File: src/rtl/rxf_pkg.sv
package rxf_pkg;

  localparam int unsigned MAX_DEPTH = 64;

  typedef enum logic {
    POL_BLOCK     = 1'b0,
    POL_OVERWRITE = 1'b1
  } full_policy_e;

endpackage

File: src/rtl/rxf_store.sv
module rxf_store #(
  parameter int DEPTH  = 8,
  parameter int ELEM_W = 61,
  parameter int IDX_W  = 3
) (
  input  logic              clk,
  input  logic              wr_en,
  input  logic [IDX_W-1:0]  wr_idx,
  input  logic [ELEM_W-1:0] wr_elem,
  input  logic [IDX_W-1:0]  rd_idx,
  output logic [ELEM_W-1:0] rd_elem
);

  logic [ELEM_W-1:0] slot [DEPTH];

  for (genvar g = 0; g < DEPTH; g++) begin : g_slot
    always_ff @(posedge clk) begin
      if (wr_en && wr_idx == IDX_W'(g)) slot[g] <= wr_elem;
    end
  end

  always_comb begin
    rd_elem = '0;
    for (int i = 0; i < DEPTH; i++) begin
      if (rd_idx == IDX_W'(i)) rd_elem = slot[i];
    end
  end

endmodule

File: src/rtl/rxf_ctrl.sv
module rxf_ctrl #(
  parameter int DEPTH = 8,
  parameter int IDX_W = 3,
  parameter int LVL_W = 4
) (
  input  logic             clk,
  input  logic             rst_n,
  input  logic             wr_req,
  input  logic             overwrite,
  input  logic             ack_req,
  output logic             wr_en,
  output logic [IDX_W-1:0] put_idx,
  output logic [IDX_W-1:0] get_idx,
  output logic [LVL_W-1:0] level,
  output logic [LVL_W-1:0] level_nxt,
  output logic             full,
  output logic             empty,
  output logic             drop
);

  localparam logic [LVL_W-1:0] LVL_MAX = LVL_W'(DEPTH);
  localparam logic [IDX_W-1:0] IDX_TOP = IDX_W'(DEPTH - 1);

  logic ack_en, evict, get_step;

  function automatic logic [IDX_W-1:0] bump(input logic [IDX_W-1:0] i);
    if (i == IDX_TOP) return '0;
    return i + 1'b1;
  endfunction

  assign full     = (level == LVL_MAX);
  assign empty    = (level == '0);
  assign ack_en   = ack_req && !empty;
  assign wr_en    = wr_req && (!full || overwrite);
  assign drop     = wr_req && full && !overwrite;
  // Overwrite of the oldest slot: only when nothing was freed this cycle.
  assign evict    = wr_en && full && !ack_en;
  assign get_step = ack_en || evict;

  always_comb begin
    level_nxt = level;
    if (wr_en && !evict && !ack_en)      level_nxt = level + 1'b1;
    else if (ack_en && !wr_en)           level_nxt = level - 1'b1;
  end

  always_ff @(posedge clk or negedge rst_n) begin
    if (!rst_n) begin
      put_idx <= '0;
      get_idx <= '0;
      level   <= '0;
    end else begin
      if (wr_en)    put_idx <= bump(put_idx);
      if (get_step) get_idx <= bump(get_idx);
      level <= level_nxt;
    end
  end

endmodule

File: src/rtl/rxf_flags.sv
module rxf_flags #(
  parameter int LVL_W = 4
) (
  input  logic             clk,
  input  logic             rst_n,
  input  logic             drop,
  input  logic             lost_clear,
  input  logic [LVL_W-1:0] level,
  input  logic [LVL_W-1:0] level_nxt,
  input  logic [LVL_W-1:0] watermark,
  output logic             lost_flag,
  output logic             lost_pulse,
  output logic             wm_pulse,
  output logic             wm_hit
);

  logic wm_on, wm_cross;

  assign wm_on    = (watermark != '0);
  assign wm_hit   = wm_on && (level >= watermark);
  assign wm_cross = wm_on && (level < watermark) && (level_nxt >= watermark);

  always_ff @(posedge clk or negedge rst_n) begin
    if (!rst_n) begin
      lost_flag  <= 1'b0;
      lost_pulse <= 1'b0;
      wm_pulse   <= 1'b0;
    end else begin
      lost_pulse <= drop;
      wm_pulse   <= wm_cross;
      if (drop)            lost_flag <= 1'b1;
      else if (lost_clear) lost_flag <= 1'b0;
    end
  end

endmodule

File: src/rtl/rxf_fifo.sv
module rxf_fifo
  import rxf_pkg::*;
#(
  parameter  int DEPTH  = 8,
  parameter  int ID_W   = 29,
  parameter  int DATA_W = 32,
  localparam int IDX_W  = (DEPTH > 1) ? $clog2(DEPTH) : 1,
  localparam int LVL_W  = $clog2(DEPTH + 1)
) (
  input  logic              clk,
  input  logic              rst_n,
  input  logic              cfg_overwrite,
  input  logic [LVL_W-1:0]  cfg_watermark,
  input  logic              in_valid,
  output logic              in_ready,
  input  logic [ID_W-1:0]   in_id,
  input  logic [DATA_W-1:0] in_data,
  output logic              out_valid,
  input  logic              out_ready,
  output logic [ID_W-1:0]   out_id,
  output logic [DATA_W-1:0] out_data,
  output logic [IDX_W-1:0]  put_idx,
  output logic [IDX_W-1:0]  get_idx,
  output logic [LVL_W-1:0]  fill_level,
  output logic              fifo_full,
  output logic              fifo_empty,
  output logic              lost_flag,
  input  logic              lost_clear,
  output logic              lost_pulse,
  output logic              wm_pulse,
  output logic              wm_hit
);

  localparam int ELEM_W = ID_W + DATA_W;

  full_policy_e      policy;
  logic              wr_en, drop;
  logic [LVL_W-1:0]  level_nxt;
  logic [ELEM_W-1:0] head;

  assign policy = full_policy_e'(cfg_overwrite);

  rxf_ctrl #(.DEPTH(DEPTH), .IDX_W(IDX_W), .LVL_W(LVL_W)) u_ctrl (
    .clk       (clk),
    .rst_n     (rst_n),
    .wr_req    (in_valid),
    .overwrite (policy == POL_OVERWRITE),
    .ack_req   (out_ready),
    .wr_en     (wr_en),
    .put_idx   (put_idx),
    .get_idx   (get_idx),
    .level     (fill_level),
    .level_nxt (level_nxt),
    .full      (fifo_full),
    .empty     (fifo_empty),
    .drop      (drop)
  );

  rxf_store #(.DEPTH(DEPTH), .ELEM_W(ELEM_W), .IDX_W(IDX_W)) u_store (
    .clk     (clk),
    .wr_en   (wr_en),
    .wr_idx  (put_idx),
    .wr_elem ({in_id, in_data}),
    .rd_idx  (get_idx),
    .rd_elem (head)
  );

  rxf_flags #(.LVL_W(LVL_W)) u_flags (
    .clk        (clk),
    .rst_n      (rst_n),
    .drop       (drop),
    .lost_clear (lost_clear),
    .level      (fill_level),
    .level_nxt  (level_nxt),
    .watermark  (cfg_watermark),
    .lost_flag  (lost_flag),
    .lost_pulse (lost_pulse),
    .wm_pulse   (wm_pulse),
    .wm_hit     (wm_hit)
  );

  assign in_ready  = !fifo_full || (policy == POL_OVERWRITE);
  assign out_valid = !fifo_empty;
  assign out_id    = head[ELEM_W-1:DATA_W];
  assign out_data  = head[DATA_W-1:0];

endmodule

File: config.mk
export PLATFORM = sky130hd
export DESIGN_NAME = rxf_fifo
export DESIGN_NICKNAME = d
export VERILOG_FILES = /design/src/rtl/rxf_pkg.sv /design/src/rtl/rxf_store.sv /design/src/rtl/rxf_ctrl.sv /design/src/rtl/rxf_flags.sv /design/src/rtl/rxf_fifo.sv
export SDC_FILE = /design/constraint.sdc
export NUM_CORES = 1
export LEC_CHECK = 0
export BUFFER_PORTS_ARGS = -buffer_cell sky130_fd_sc_hd__buf_2
export CAP_MARGIN = 20
export CORE_ASPECT_RATIO = 1.2
export CORE_MARGIN = 3
export CORE_UTILIZATION = 55
export CTS_CLUSTER_DIAMETER = 200
export DETAILED_ROUTE_END_ITERATION = 16
export GPL_ROUTABILITY_DRIVEN = 0
export PLACE_DENSITY_LB_ADDON = 0.15
export RECOVER_POWER = 50
export SKIP_LAST_GASP = 1
export SLEW_MARGIN = 20
export SYNTH_ARGS = -nofsm -noshare
export SYNTH_HDL_FRONTEND = slang
export SYNTH_HIERARCHICAL = 1
export SYNTH_SLANG_ARGS = --single-unit
File: constraint.sdc
create_clock -name clk -period 7.08 [get_ports clk]
set_input_delay 0.354 -clock clk [delete_from_list [all_inputs] [get_ports clk]]
set_output_delay 0.354 -clock clk [all_outputs]
set_load 0.02 [all_outputs]
Yosys cells after proc, flatten, opt, wreduce, memory -nomap -nowiden
Memory sizes are Yosys's and may differ from the RTL's.
Index checks and enable logic that the tools add are counted.

word-level totals
  register bits = 13
  latch bits = 0
  memory bits (writable) = 488
  memory bits (read-only) = 0
  bits of input ports = 71
  output and inout bits = 79
  memories = 1

memories
  name          words  width  rd ports  clocked after memory_dff  write ports  RTL line         RTL
  u_store.slot  8      61     8         0                         1            rxf_store.sv:14  logic [ELEM_W-1:0] slot [DEPTH];

cells by class
  add/sub/neg operators = 4
  $mul = 0
  div/mod/pow operators = 0
  order comparisons = 3
  equal/unequal tests = 15
  shift operators = 0
  multiplexer cells = 57
  bitwise operators = 0
  reductions and logical operators = 40

operators with widths
  cell                                                                number
  61-bit two-way mux                                                  15
  61-bit OR reduction                                                 7
  3-bit two-way mux                                                   11
  1-bit two-way mux                                                   29
  3-bit == test, second input constant                                8
  1-bit logical AND                                                   20
  3-bit by 2-bit == test with 1-bit output, second input constant     4
  4-bit greater-or-equal comparator                                   2
  4-bit two-way mux                                                   2
  3-bit by 1-bit adder with 3-bit output, second input constant       2
  3-bit by 1-bit == test with 1-bit output, second input constant     2
  1-bit logical NOT                                                   6
  3-bit logical NOT                                                   2
  4-bit by 1-bit adder with 4-bit output, second input constant       1
  4-bit == test, second input constant                                1
  4-bit logical NOT                                                   1
  4-bit less-than comparator                                          1
  4-bit nonzero test                                                  1
  4-bit by 1-bit subtractor with 4-bit output, second input constant  1
  1-bit logical OR                                                    2
  2-bit nonzero test                                                  1

Longest topological paths before layout
Gate-level depths: netlist of the first run.

  depth in word-level cells = 15
  mapped depth = 13
  gate-level depth less buffers = 13

Modules after synthesis
Netlist of the first run, hierarchy kept.

modules (own cells, without submodules)
  module     times used  cells an instance  area an instance (um^2)
  rxf_store  1           1214               19695.1
  rxf_ctrl   1           56                 618.1
  rxf_flags  1           30                 290.3
  rxf_fifo   1           2                  10.0

Worst setup path after synthesis of the first run
Ideal clock, no wire load.

  path type = register -> register
  start point = reg u_ctrl.level[0]
  end point = mem u_store.slot[2][0], in the netlist u_store/slot[0][122] (enable)
  arrival time = 5494 ps
  required time = 6525 ps
  path slack = 1031 ps
  stages on the path, launching flop included = 9
  period minus slack after synthesis = 6049 ps
  path through = dfrtp_1 -> inv_1 -> ha_1 -> nor2b_4 -> nand2_2 -> o21ai_2 -> inv_1 -> nand2_1 -> nor3_1

on the way
  cells in the longest elaborated chain, start to end = 15
  elaborated cells on any way between the ends = 49

RTL lines
  element                                                                               RTL line         RTL
  from (decl)                                                                           rxf_ctrl.sv:14   output logic [LVL_W-1:0] level,
  from (signal assigned)                                                                rxf_ctrl.sv:54   level <= level_nxt;
  4-bit == test *                                                                       rxf_ctrl.sv:31   assign full = (level == LVL_MAX);
  1-bit logical NOT *                                                                   rxf_ctrl.sv:34   assign wr_en = wr_req && (!full || overwrite);
  1-bit logical OR *                                                                    rxf_ctrl.sv:34
  1-bit logical AND *                                                                   rxf_ctrl.sv:34
  named net wr_en                                                                       rxf_fifo.sv:37   logic wr_en, drop;
  1-bit logical AND                                                                     rxf_store.sv:18  if (wr_en && wr_idx == IDX_W'(g)) slot[g] <= wr_elem;
  1-bit two-way mux                                                                     rxf_store.sv:18
  1-bit two-way mux (not written as such)                                               rxf_store.sv:18
  61-bit OR reduction (no line)                                                         -
  3-bit two-way mux (no line) / 1-bit two-way mux (equally long branches) (7 in a row)  -
  to (decl)                                                                             rxf_store.sv:14

The timed path passes the listed nets; every way through them passes the cells marked *.

Worst setup path in the final report of the first run
  start point = reg u_ctrl.get_idx[1]
  end point = out out_data[5]

on the way
  cells in the longest elaborated chain, start to end = 9
  elaborated cells on any way between the ends = 16

RTL lines
  element                          RTL line         RTL
  from (decl)                      rxf_ctrl.sv:13   output logic [IDX_W-1:0] get_idx,
  from (signal assigned)           rxf_ctrl.sv:53   if (get_step) get_idx <= bump(get_idx);
  3-bit logical NOT                rxf_store.sv:25  if (rd_idx == IDX_W'(i)) rd_elem = slot[i];
  61-bit two-way mux (7 in a row)  rxf_store.sv:25
  61-bit two-way mux *             rxf_store.sv:25
  to (decl)                        rxf_fifo.sv:21   output logic [DATA_W-1:0] out_data,

Mark *: on every way between the ends. The rest lies on a longest branch, timed or not.

==> flow_metrics.tcl, run 1 <==
set metrics [dict create \
    holdBufCountCts 1 \
    initial_core_util_pct 55.9 \
    worst_slew_pin_slew_ps 1200 \
    setup_violations 0 \
    holdPathStages 2 \
    syn_inst 1302 \
    dr.pass1.iters 5 \
    crit_type "flop to primary output" \
    num_vias 11500 \
    cts-root-buf "clkbuf_16" \
    p_int_w 0.00653 \
    track_usage_pct 21.9 \
    drt_iter0_drc 844 \
    grt-ovfl-total 0 \
    period_needed_ps 4270 \
    yosys.area.top_type "edfxtp_1" \
    worst_skew_pair.late_latency_ps 560 \
    cts_buffers 48 \
    clkPwrFrac_pct 23.6 \
    final_antenna_net_count 0 \
    die_h_um 218 \
    seq_area_frac_synth_pct 72.7 \
    ff2ff_path_depth 9 \
    fp.coreArea_um2 36900 \
    hold_class "input pin to flop" \
    hpwl_um 22300 \
    status "finished, final reports clean" \
    syn-cell-area_um2 20600 \
    grt_pass1_wl_um 67300 \
    power-per-cell-area_nw_per_um2 449 \
    drv_slew 0 \
    grt_max_degree 78 \
    synthTopCellsByArea "edfxtp_1 71%, mux2i_1 6.0%, a221oi_2 3.6%" \
    pwr-share-seq_pct 38.0 \
    drc 0 \
    drive_above_1_share_pct 15.7 \
    max_freq_ghz 0.234 \
    p_sw_share_pct 37.1 \
    dpl_worst_slack_ps 3320 \
    p_leak_nw 7.83 \
    wl_um 43900 \
    p_sw_w 0.00385 \
    crit_required_ps 6730 \
    routed_via_density 5.91 \
    critPathMaxFanout 77 \
    htree_levels 2 \
    num_rows 77 \
    layout_setup_ws_ps 2810 \
    placed_area_um2 21700 \
    hold_violations 0 \
    synth-edff-count 488 \
    worstPathArrival_ps 3910 \
    nets 1519 \
    cts.sinks 501 \
    end_kind "primary output" \
    port-buffer-count 149 \
    dieArea_um2 39800 \
    synth_cell_types 50 \
    yosysWarnings 6 \
    antenna_found_initial 3 \
    syn_to_final_growth_pct 12.1 \
    drt-wirelength-per-cell_um 22.6 \
    postSynthRegisterBits 501 \
    start_kind "flop" \
    final_area_um2 23100 \
    cts_repair_resize_count 0 \
    synthFlopType "edfxtp_1" \
    first_global_vias 11700 \
    syn_area_per_cell_um2 15.8 \
    tns_ps 0 \
    die_w_um 183 \
    p_comb_share_pct 38.4 \
    rsz0062_at_grt "false" \
    relSlewSlack_pct 19.4 \
    synth_common_cells "488 x edfxtp_1, 126 x nand2_1, 123 x mux2i_1, 105 x a21oi_1" \
    timing.final.crit_share_pct 60.2 \
    cts_setup_buffers 0 \
    peakVddDrop_v 0.000249 \
    maxCapViolations 0 \
    syn_nets 1387 \
    synth_most_common_cell "edfxtp_1" \
    tritoncts "built" \
    synth_top_area_share_pct 71.1 \
    num_io_pins 150 \
    path_clk_slew_ps 60 \
    clock_path_buffers 3 \
    fin_skew_ps 12.3 \
    async_flop_share_pct 2.59 \
]
-- sequential cells by signal, summed over array words and instances, names as in the netlist --
register	flops
u_store/slot	488
u_ctrl/level	4
u_ctrl/get_idx	3
u_ctrl/put_idx	3
u_flags/lost_flag	1
u_flags/lost_pulse	1
u_flags/wm_pulse	1
-- worst paths after layout --
path | end | slack [ps] | from
worst min register to register | u_flags/lost_flag | 490 | u_flags/lost_flag
worst min-delay path | u_flags/lost_pulse | 40 | cfg_overwrite
min in group asynchronous | u_ctrl/level[1] | 480 | rst_n
worst max register to register | u_store/slot[1][89] | 3260 | u_ctrl/level[0]
max in group asynchronous | u_ctrl/get_idx[2] | 5900 | rst_n
worst max-delay path | out_data[5] | 2810 | u_ctrl/get_idx[1]
-- per-layer routing --
layer	vias up	GRT usage, %	share of wire [%]
li1	5333	-	-
met5	-	0	0.046
met4	2	5.26	1.7
met1	5819	29.2	42
met2	291	38.2	51
met3	58	3.40	5.1
-- critical path, cell delays in order (launching register included) --
cell,delay [ps]
dfrtp_4,540
buf_4,810
buf_4,890
nand2_1,540
o21ai_0,280
buf_2,190
-- cell usage in the layout, fill, tap and decap left out, types with 25 or more instances in the layout --
cell,n
a21oi_1,105
a221oi_2,50
a22oi_1,51
buf_2,74
clkbuf_1,87
clkbuf_16,49
edfxtp_1,488
mux2i_1,123
nand2_1,126
nor2_1,25
o21ai_0,25
o31a_1,51
or2_0,49
-- power groups by stage --
stage	Combinational, W	Clock [W]	Sequential (W)
finish	0.00398	0.00245	0.00395
detailed placement	0.00404	0	0.00402
global route	0.00433	0.00262	0.00399
global placement	0.00400	0	0.00400
CTS	0.00405	0.00250	0.00396
floorplan	0.00290	0	0.00399
-- metrics by stage --
stage	hold slack (ps)	instances	util, %	total power (W)
after floorplan	58.4	1302	-	0.00689
after global placement	312	1856	58.8	0.00799
after detailed placement	311	1857	58.9	0.00805
after CTS	36.8	1943	63.0	0.0105
after global routing	59.8	1944	62.6	0.0109
final	42.4	1945	62.6	0.0104
-- final cells by class --
class / count / area, um^2
sequential: 501 / 15000
timing repair buffer: 171 / 840
inverter: 15 / 56.3
antenna: 2 / 5.00
fill: 2763 / 13800
clock buffer: 62 / 1280
multi-input combinational: 697 / 5140
tap: 474 / 593
clock inverter: 23 / 206
-- cell families after synthesis --
kind of cell    share of synthesized area, %
compound gates                          12.2
fa+ha+maj                              0.850
mux                                     6.30
buf+inv                                 2.64
simple gates                            5.17
xor+xnor                               0.127
flops                                   72.7
No activity file was read; power rests on OpenSTA's default activity.
==> run 2, diff against run 1 <==
Settings changed: ABC_AREA set to 1, CORE_UTILIZATION 55 to 54.
Clock period 7.08 ns to 3.7 ns, I/O delays scaled along.
==> run 2 against run 1 <==
Final area up 0.65%. Register-to-register slack worse by 2800 ps. Global-route usage up 1.1 points. Critical path depth up 3. First-iteration DRC count up 25%. Flip-flop and latch count unchanged. Clock-buffer cell count down 4. Critical path type is now flop to flop. Critical endpoint is now u_store/slot[0][228].
==> flow_metrics.tcl, run 2 <==
set metrics [dict create \
    status "finished, final reports clean" \
    end_kind "flop" \
    path_clk_slew_ps 60 \
    pwr-share-seq_pct 39.9 \
    p_comb_share_pct 33.3 \
    p_leak_nw 8.09 \
    maxCapViolations 0 \
    drc 0 \
    reg2reg_from "u_ctrl/level[0]" \
    clkPwrFrac_pct 26.8 \
    holdPathStages 5 \
    synth_most_common_cell "edfxtp_1" \
    worstReg2RegEnd "u_store/slot[0][228]" \
    p_sw_w 0.00665 \
    grt-ovfl-total 0 \
    p_sw_share_pct 36.6 \
    peakVddDrop_v 0.000712 \
    num_io_pins 150 \
    critPathMaxFanout 61 \
    hpwl_um 24100 \
    worstPathArrival_ps 3370 \
    yosys.area.top_type "edfxtp_1" \
    synth_top_area_share_pct 73.6 \
    relSlewSlack_pct 2.43 \
    cp_slowest_cell "clkbuf_4" \
    grt_max_degree 106 \
    timing.final.crit_share_pct 86.6 \
    drt-wirelength-per-cell_um 20.5 \
    crit_type "flop to flop" \
    synth_common_cells "488 x edfxtp_1, 309 x nand4_1, 235 x nand2_1, 137 x nor2_1, 86 x inv_1" \
    die_w_um 181 \
    track_usage_pct 23.0 \
    utilization_pct 64.4 \
    rsz0062_at_grt "false" \
    syn_to_final_growth_pct 16.8 \
    synth_top_family_by_area "simple AND/OR/NAND/NOR gates" \
    async_flop_share_pct 2.59 \
    largest_reg_flops 488 \
    dr.pass1.iters 5 \
    hold_violations 0 \
    syn_nets 1567 \
    grt_pass1_wl_um 71100 \
    final_antenna_net_count 0 \
    dpl_worst_slack_ps 855 \
    port-buffer-count 149 \
    layout_setup_ws_ps 496 \
    max_freq_ghz 0.312 \
    cts-root-buf "clkbuf_16" \
    max_stage_delay_ps 890 \
    nets 1759 \
    layout_commonest_cell "edfxtp_1" \
    drv_slew 0 \
    fin_skew_ps 13.8 \
    clock_path_buffers 3 \
    num_vias 12700 \
    whs_endpoint "u_flags/wm_pulse" \
    antenna_found_initial 3 \
    dieArea_um2 39200 \
    synth_cell_types 30 \
    synth_xor_area_share_pct 0.132 \
    hold_path.startpoint "cfg_watermark[1]" \
    drive_above_1_share_pct 11.1 \
    syn_inst 1482 \
    routed_via_density 5.82 \
    ff2ff_path_depth 8 \
    layout_common_cells "488 x edfxtp_1, 310 x nand4_1, 235 x nand2_1" \
    power-per-cell-area_nw_per_um2 781 \
    hold_class "input pin to flop" \
    worst_slew_pin_slew_ps 1460 \
    yosysWarnings 6 \
    worst_skew_pair.late_latency_ps 550 \
    period_needed_ps 3200 \
    synthFlopType "edfxtp_1" \
    reg2reg_slack_ps 500 \
    cts.sinks 501 \
    synth_mux_area_share_pct 0 \
    syn-cell-area_um2 19900 \
    wl_um 44700 \
    num_rows 76 \
    fp.coreArea_um2 36100 \
    first_global_vias 12600 \
    postSynthRegisterBits 501 \
    crit_required_ps 3860 \
    p_int_w 0.0115 \
    path_cells "inv_1, ha_1, nand4_1, nand2_1, inv_1, nand2_1, nor2_4, clkbuf_4" \
    cts_buffers 48 \
    setup_violations 0 \
    seq_area_frac_synth_pct 75.2 \
    synth_compound_area_share_pct 0.170 \
    initial_core_util_pct 55.1 \
    cp_num_buf_inv 3 \
    synthSimpleGateAreaFrac_pct 19.3 \
    drt_iter0_drc 1052 \
    start_kind "flop" \
    top_register "u_store/slot" \
    reg_top3 "u_store/slot x488, u_ctrl/level x4" \
    synthTopCellsByArea "edfxtp_1 74%, nand4_1 9.7%, nand2_1 4.4%" \
    tns_ps 0 \
    critPathTopFamily "buffers and inverters" \
    cts_repair_resize_count 0 \
    die_h_um 216 \
    syn_area_per_cell_um2 13.4 \
    htree_levels 2 \
    synth-adder-area-share_pct 0.880 \
    synth-edff-count 488 \
    tritoncts "built" \
]
[run 2: worst register-to-register path, cell delays in order (launching register included)]
cell,delay (ps)
dfrtp_1,420
inv_1,120
ha_1,270
nand4_1,130
nand2_1,180
inv_1,320
nand2_1,310
nor2_4,140
clkbuf_4,890
[run 2: timing repair]
item	CTS	global route
hold buffers	65	0
setup buffers	0	0
hold endpoints to repair	505	0
[run 2: cell type report]
| cell class | instances | area, um^2 |
|---|---|---|
| Fill cell | 2681 | 12900 |
| Tap cell | 468 | 586 |
| Inverter | 93 | 364 |
| Multi-Input combinational cell | 789 | 4120 |
| Timing Repair Buffer | 241 | 1640 |
| Sequential cell | 501 | 15000 |
| Clock buffer | 58 | 1260 |
| Antenna cell | 2 | 5.00 |
| Clock inverter | 28 | 304 |
[run 2: metal layers]
layer | global-route usage (%) | vias to the layer above | share of wire [%]
li1 | - | 5930 | -
met1 | 30.2 | 6251 | 41
met2 | 40.2 | 427 | 51
met3 | 3.91 | 79 | 6.3
met4 | 5.99 | 2 | 2.2
met5 | 0 | - | 0.029
[run 2: kinds of logic after synthesis]
kind of cell             after synthesis
AO/OA/AOI/OAI                          5
XOR/XNOR                               3
adder cells (fa/ha/maj)               14
buffers and inverters                192
flip-flops                           501
AND/OR/NAND/NOR                      767
[run 2: through the flow]
step | std cells | power (W) | hold WS, ps | cell area, um^2
2_1_floorplan | 1482 | 0.0114 | -111 | 19900
5_1_grt | 2180 | 0.0192 | 82.6 | 23300
6_report | 2180 | 0.0182 | 53.7 | 23300
3_3_place_gp | 2027 | 0.0134 | 106 | 21200
3_5_place_dp | 2027 | 0.0135 | 108 | 21200
4_1_cts | 2178 | 0.0184 | 41.3 | 23400
[run 2: how the worst max path moves through the flow]
stage | start | to | slack [ps] | cells past startpoint
finish | u_ctrl/level[0] | u_store/slot[0][228] | 500 | 8
detailed placement | u_ctrl/level[0] | u_store/slot[1][38] | 850 | 8
CTS | u_ctrl/get_idx[1] | out_data[27] | 500 | 8
floorplan | u_ctrl/level[0] | u_store/slot[1][183] | -830 | 8
global route | u_ctrl/level[0] | u_store/slot[0][96] | 210 | 8
global placement | u_ctrl/level[0] | u_store/slot[1][165] | 940 | 8
[run 2: power groups by stage]
stage	combinational [W]	sequential [W]	clock, W
floorplan	0.00394	0.00741	0
global placement	0.00603	0.00734	0
detailed placement	0.00609	0.00736	0
CTS	0.00618	0.00724	0.00496
global route	0.00663	0.00731	0.00523
finish	0.00604	0.00725	0.00487
==> run 3, diff against run 2 <==
Settings changed: CORE_UTILIZATION 54 to 55, SYNTH_HIERARCHICAL 1 to not set.
==> run 3 against run 2 <==
Total power rose by 13%. Area after synthesis up 11%. Wire length grew 6.8%. Setup slack worse by 49 ps. Final area is 9.0% higher. Sequential share of layout area is 5.3 points lower. Utilization up 0.40 points. Critical endpoint is now out_data[25]. Largest power group is now combinational cells.
==> flow_metrics.tcl, run 3 <==
set metrics [dict create \
    status "finished, final reports clean" \
    syn_nets 2301 \
    p_int_w 0.0121 \
    synth_common_cells "813 x nand2_1, 488 x edfxtp_1, 273 x inv_1, 254 x nor2_1, 138 x nand3_1" \
    cts.sinks 501 \
    synthFlopType "edfxtp_1" \
    grt-ovfl-total 0 \
    end_kind "primary output" \
    cpMostUsedCell "nand2_1" \
    layout_common_cells "812 x nand2_1, 488 x edfxtp_1, 273 x inv_1" \
    num_rows 79 \
    max_stage_delay_ps 690 \
    worst_slew_pin_slew_ps 1170 \
    cp_slowest_cell "buf_4" \
    drc 0 \
    hold_violations 0 \
    crit_required_ps 3510 \
    crit_type "flop to primary output" \
    rsz0062_at_grt "false" \
    dpl_worst_slack_ps 805 \
    period_needed_ps 3250 \
    first_global_vias 15000 \
    pwr-share-seq_pct 35.8 \
    top_register "u_store.slot" \
    peakVddDrop_v 0.000468 \
    track_usage_pct 22.5 \
    p_leak_nw 10.7 \
    maxCapViolations 0 \
    fp.coreArea_um2 39100 \
    clkPwrFrac_pct 22.0 \
    async_flop_share_pct 2.59 \
    tritoncts "built" \
    whs_endpoint "u_flags.wm_pulse" \
    num_vias 15100 \
    grt_max_degree 73 \
    drive_above_1_share_pct 7.48 \
    largest_reg_flops 488 \
    reg2reg_slack_ps 510 \
    synth_top_area_share_pct 66.4 \
    postSynthRegisterBits 501 \
    yosysWarnings 0 \
    syn_area_per_cell_um2 9.99 \
    dieArea_um2 42600 \
    synthTopCellsByArea "edfxtp_1 66%, nand2_1 14%, inv_1 4.6%" \
    hold_class "input pin to flop" \
    drt-wirelength-per-cell_um 16.2 \
    synth_most_common_cell "nand2_1" \
    syn_inst 2208 \
    hold_path.startpoint "cfg_watermark[3]" \
    cp_num_buf_inv 4 \
    dr.pass1.iters 5 \
    power-per-cell-area_nw_per_um2 806 \
    nets 2489 \
    seq_area_frac_synth_pct 67.9 \
    path_cells "inv_4, ha_2, buf_4, nand2_1, nand2_1, inv_1, nand2_1, nand2_1, nand2_1, nand2_1, nand2_1, buf_2" \
    synth-edff-count 488 \
    holdBufCountCts 66 \
    fin_skew_ps 15.9 \
    p_sw_share_pct 40.6 \
    path_clk_slew_ps 60 \
    final_antenna_net_count 0 \
    yosys.area.top_type "edfxtp_1" \
    port-buffer-count 149 \
    start_kind "flop" \
    utilization_pct 64.8 \
    cts_buffers 49 \
    syn-cell-area_um2 22100 \
    worstPathArrival_ps 3070 \
    clock_path_buffers 3 \
    layout_setup_ws_ps 447 \
    cts_setup_buffers 0 \
    worstReg2RegEnd "u_flags.wm_pulse" \
    timing.final.crit_share_pct 87.9 \
    max_freq_ghz 0.307 \
    die_w_um 189 \
    reg_top3 "u_store.slot x488, u_ctrl.level x4" \
    initial_core_util_pct 56.4 \
    hpwl_um 25700 \
    wl_um 47800 \
    reg2reg_from "u_ctrl.level[0]" \
    cts-root-buf "clkbuf_16" \
    routed_via_density 5.11 \
    critPathMaxFanout 61 \
    layout_commonest_cell "nand2_1" \
    grt_pass1_wl_um 76600 \
    drv_slew 0 \
    drt_iter0_drc 1100 \
    htree_levels 2 \
    fill_cells 3055 \
    num_io_pins 150 \
    worst_skew_pair.late_latency_ps 570 \
    cts_repair_resize_count 0 \
    die_h_um 225 \
    syn_to_final_growth_pct 15.0 \
    antenna_found_initial 0 \
    diodes 0 \
    relSlewSlack_pct 22.0 \
    p_sw_w 0.00830 \
    holdPathStages 5 \
    critPathTopFamily "buffers and inverters" \
    p_comb_share_pct 42.2 \
    ff2ff_path_depth 19 \
    setup_violations 0 \
    synth_cell_types 31 \
]
run 3: layer usage:
metal / share of wire (%) / global-route usage, %
met1: 41 / 28.3
met2: 51 / 40.4
met3: 6.1 / 3.69
met4: 1.9 / 6.99
met5: 0 / 0
run 3: tightest hold or removal path: cells and delay by family:
| kind | cells | cell delay [ps] |
|---|---|---|
| buf+inv | 1 | 90 |
| simple gates | 4 | 330 |
run 3: worst max path at each step:
| stage | slack, ps | end | depth (start not counted) | start |
|---|---|---|---|---|
| 5_1_grt | 200 | out_data[23] | 12 | u_ctrl.get_idx[2] |
| 4_1_cts | 410 | out_data[20] | 12 | u_ctrl.get_idx[2] |
| 3_5_place_dp | 800 | u_flags.wm_pulse | 19 | u_ctrl.level[0] |
| 3_3_place_gp | 960 | u_flags.wm_pulse | 19 | u_ctrl.level[0] |
| 2_1_floorplan | -870 | u_store.slot[0][183] | 8 | u_ctrl.level[0] |
| 6_report | 450 | out_data[25] | 12 | u_ctrl.get_idx[2] |
run 3: area by class of cell:
type | instances | area, um^2 | share of cell area (%)
multi-input combinational | 1320 | 5570 | 22.0
timing repair buffer | 243 | 1650 | 6.51
sequential | 501 | 15000 | 59.1
clock buffer | 64 | 1330 | 5.23
inverter | 281 | 1060 | 4.18
tap | 526 | 658 | 2.60
clock inverter | 23 | 109 | 0.429
run 3: metrics by stage:
step                hold slack (ps)  cell area, um^2  total power (W)  cells  TNS, ps
global route                    132            25400           0.0219   2958        0
detailed placement              100            23400           0.0161   2805        0
CTS                            25.4            25500           0.0207   2958        0
floorplan                      -111            22100           0.0135   2208  -342280
global placement               90.6            23400           0.0159   2805        0
finish                         94.6            25400           0.0204   2958        0
run 3: cell families (layout without fill, tap and decap cells):
group | Yosys count | count (layout) | share of synthesized area (%)
buffers and inverters | 387 | 611 | 7.22
AND/OR/NAND/NOR | 1220 | 1220 | 21.8
AO/OA/AOI/OAI | 75 | 75 | 1.73
adder cells (fa/ha/maj) | 22 | 22 | 1.25
flip-flops | 501 | 501 | 67.9
XOR/XNOR | 3 | 3 | 0.119
run 3: power by group through the flow:
stage	clock network (W)	logic (W)	registers [W]
global route	0.00482	0.00975	0.00736
floorplan	0	0.00598	0.00748
global placement	0	0.00855	0.00739
finish	0.00450	0.00863	0.00731
CTS	0.00460	0.00881	0.00730
detailed placement	0	0.00872	0.00742
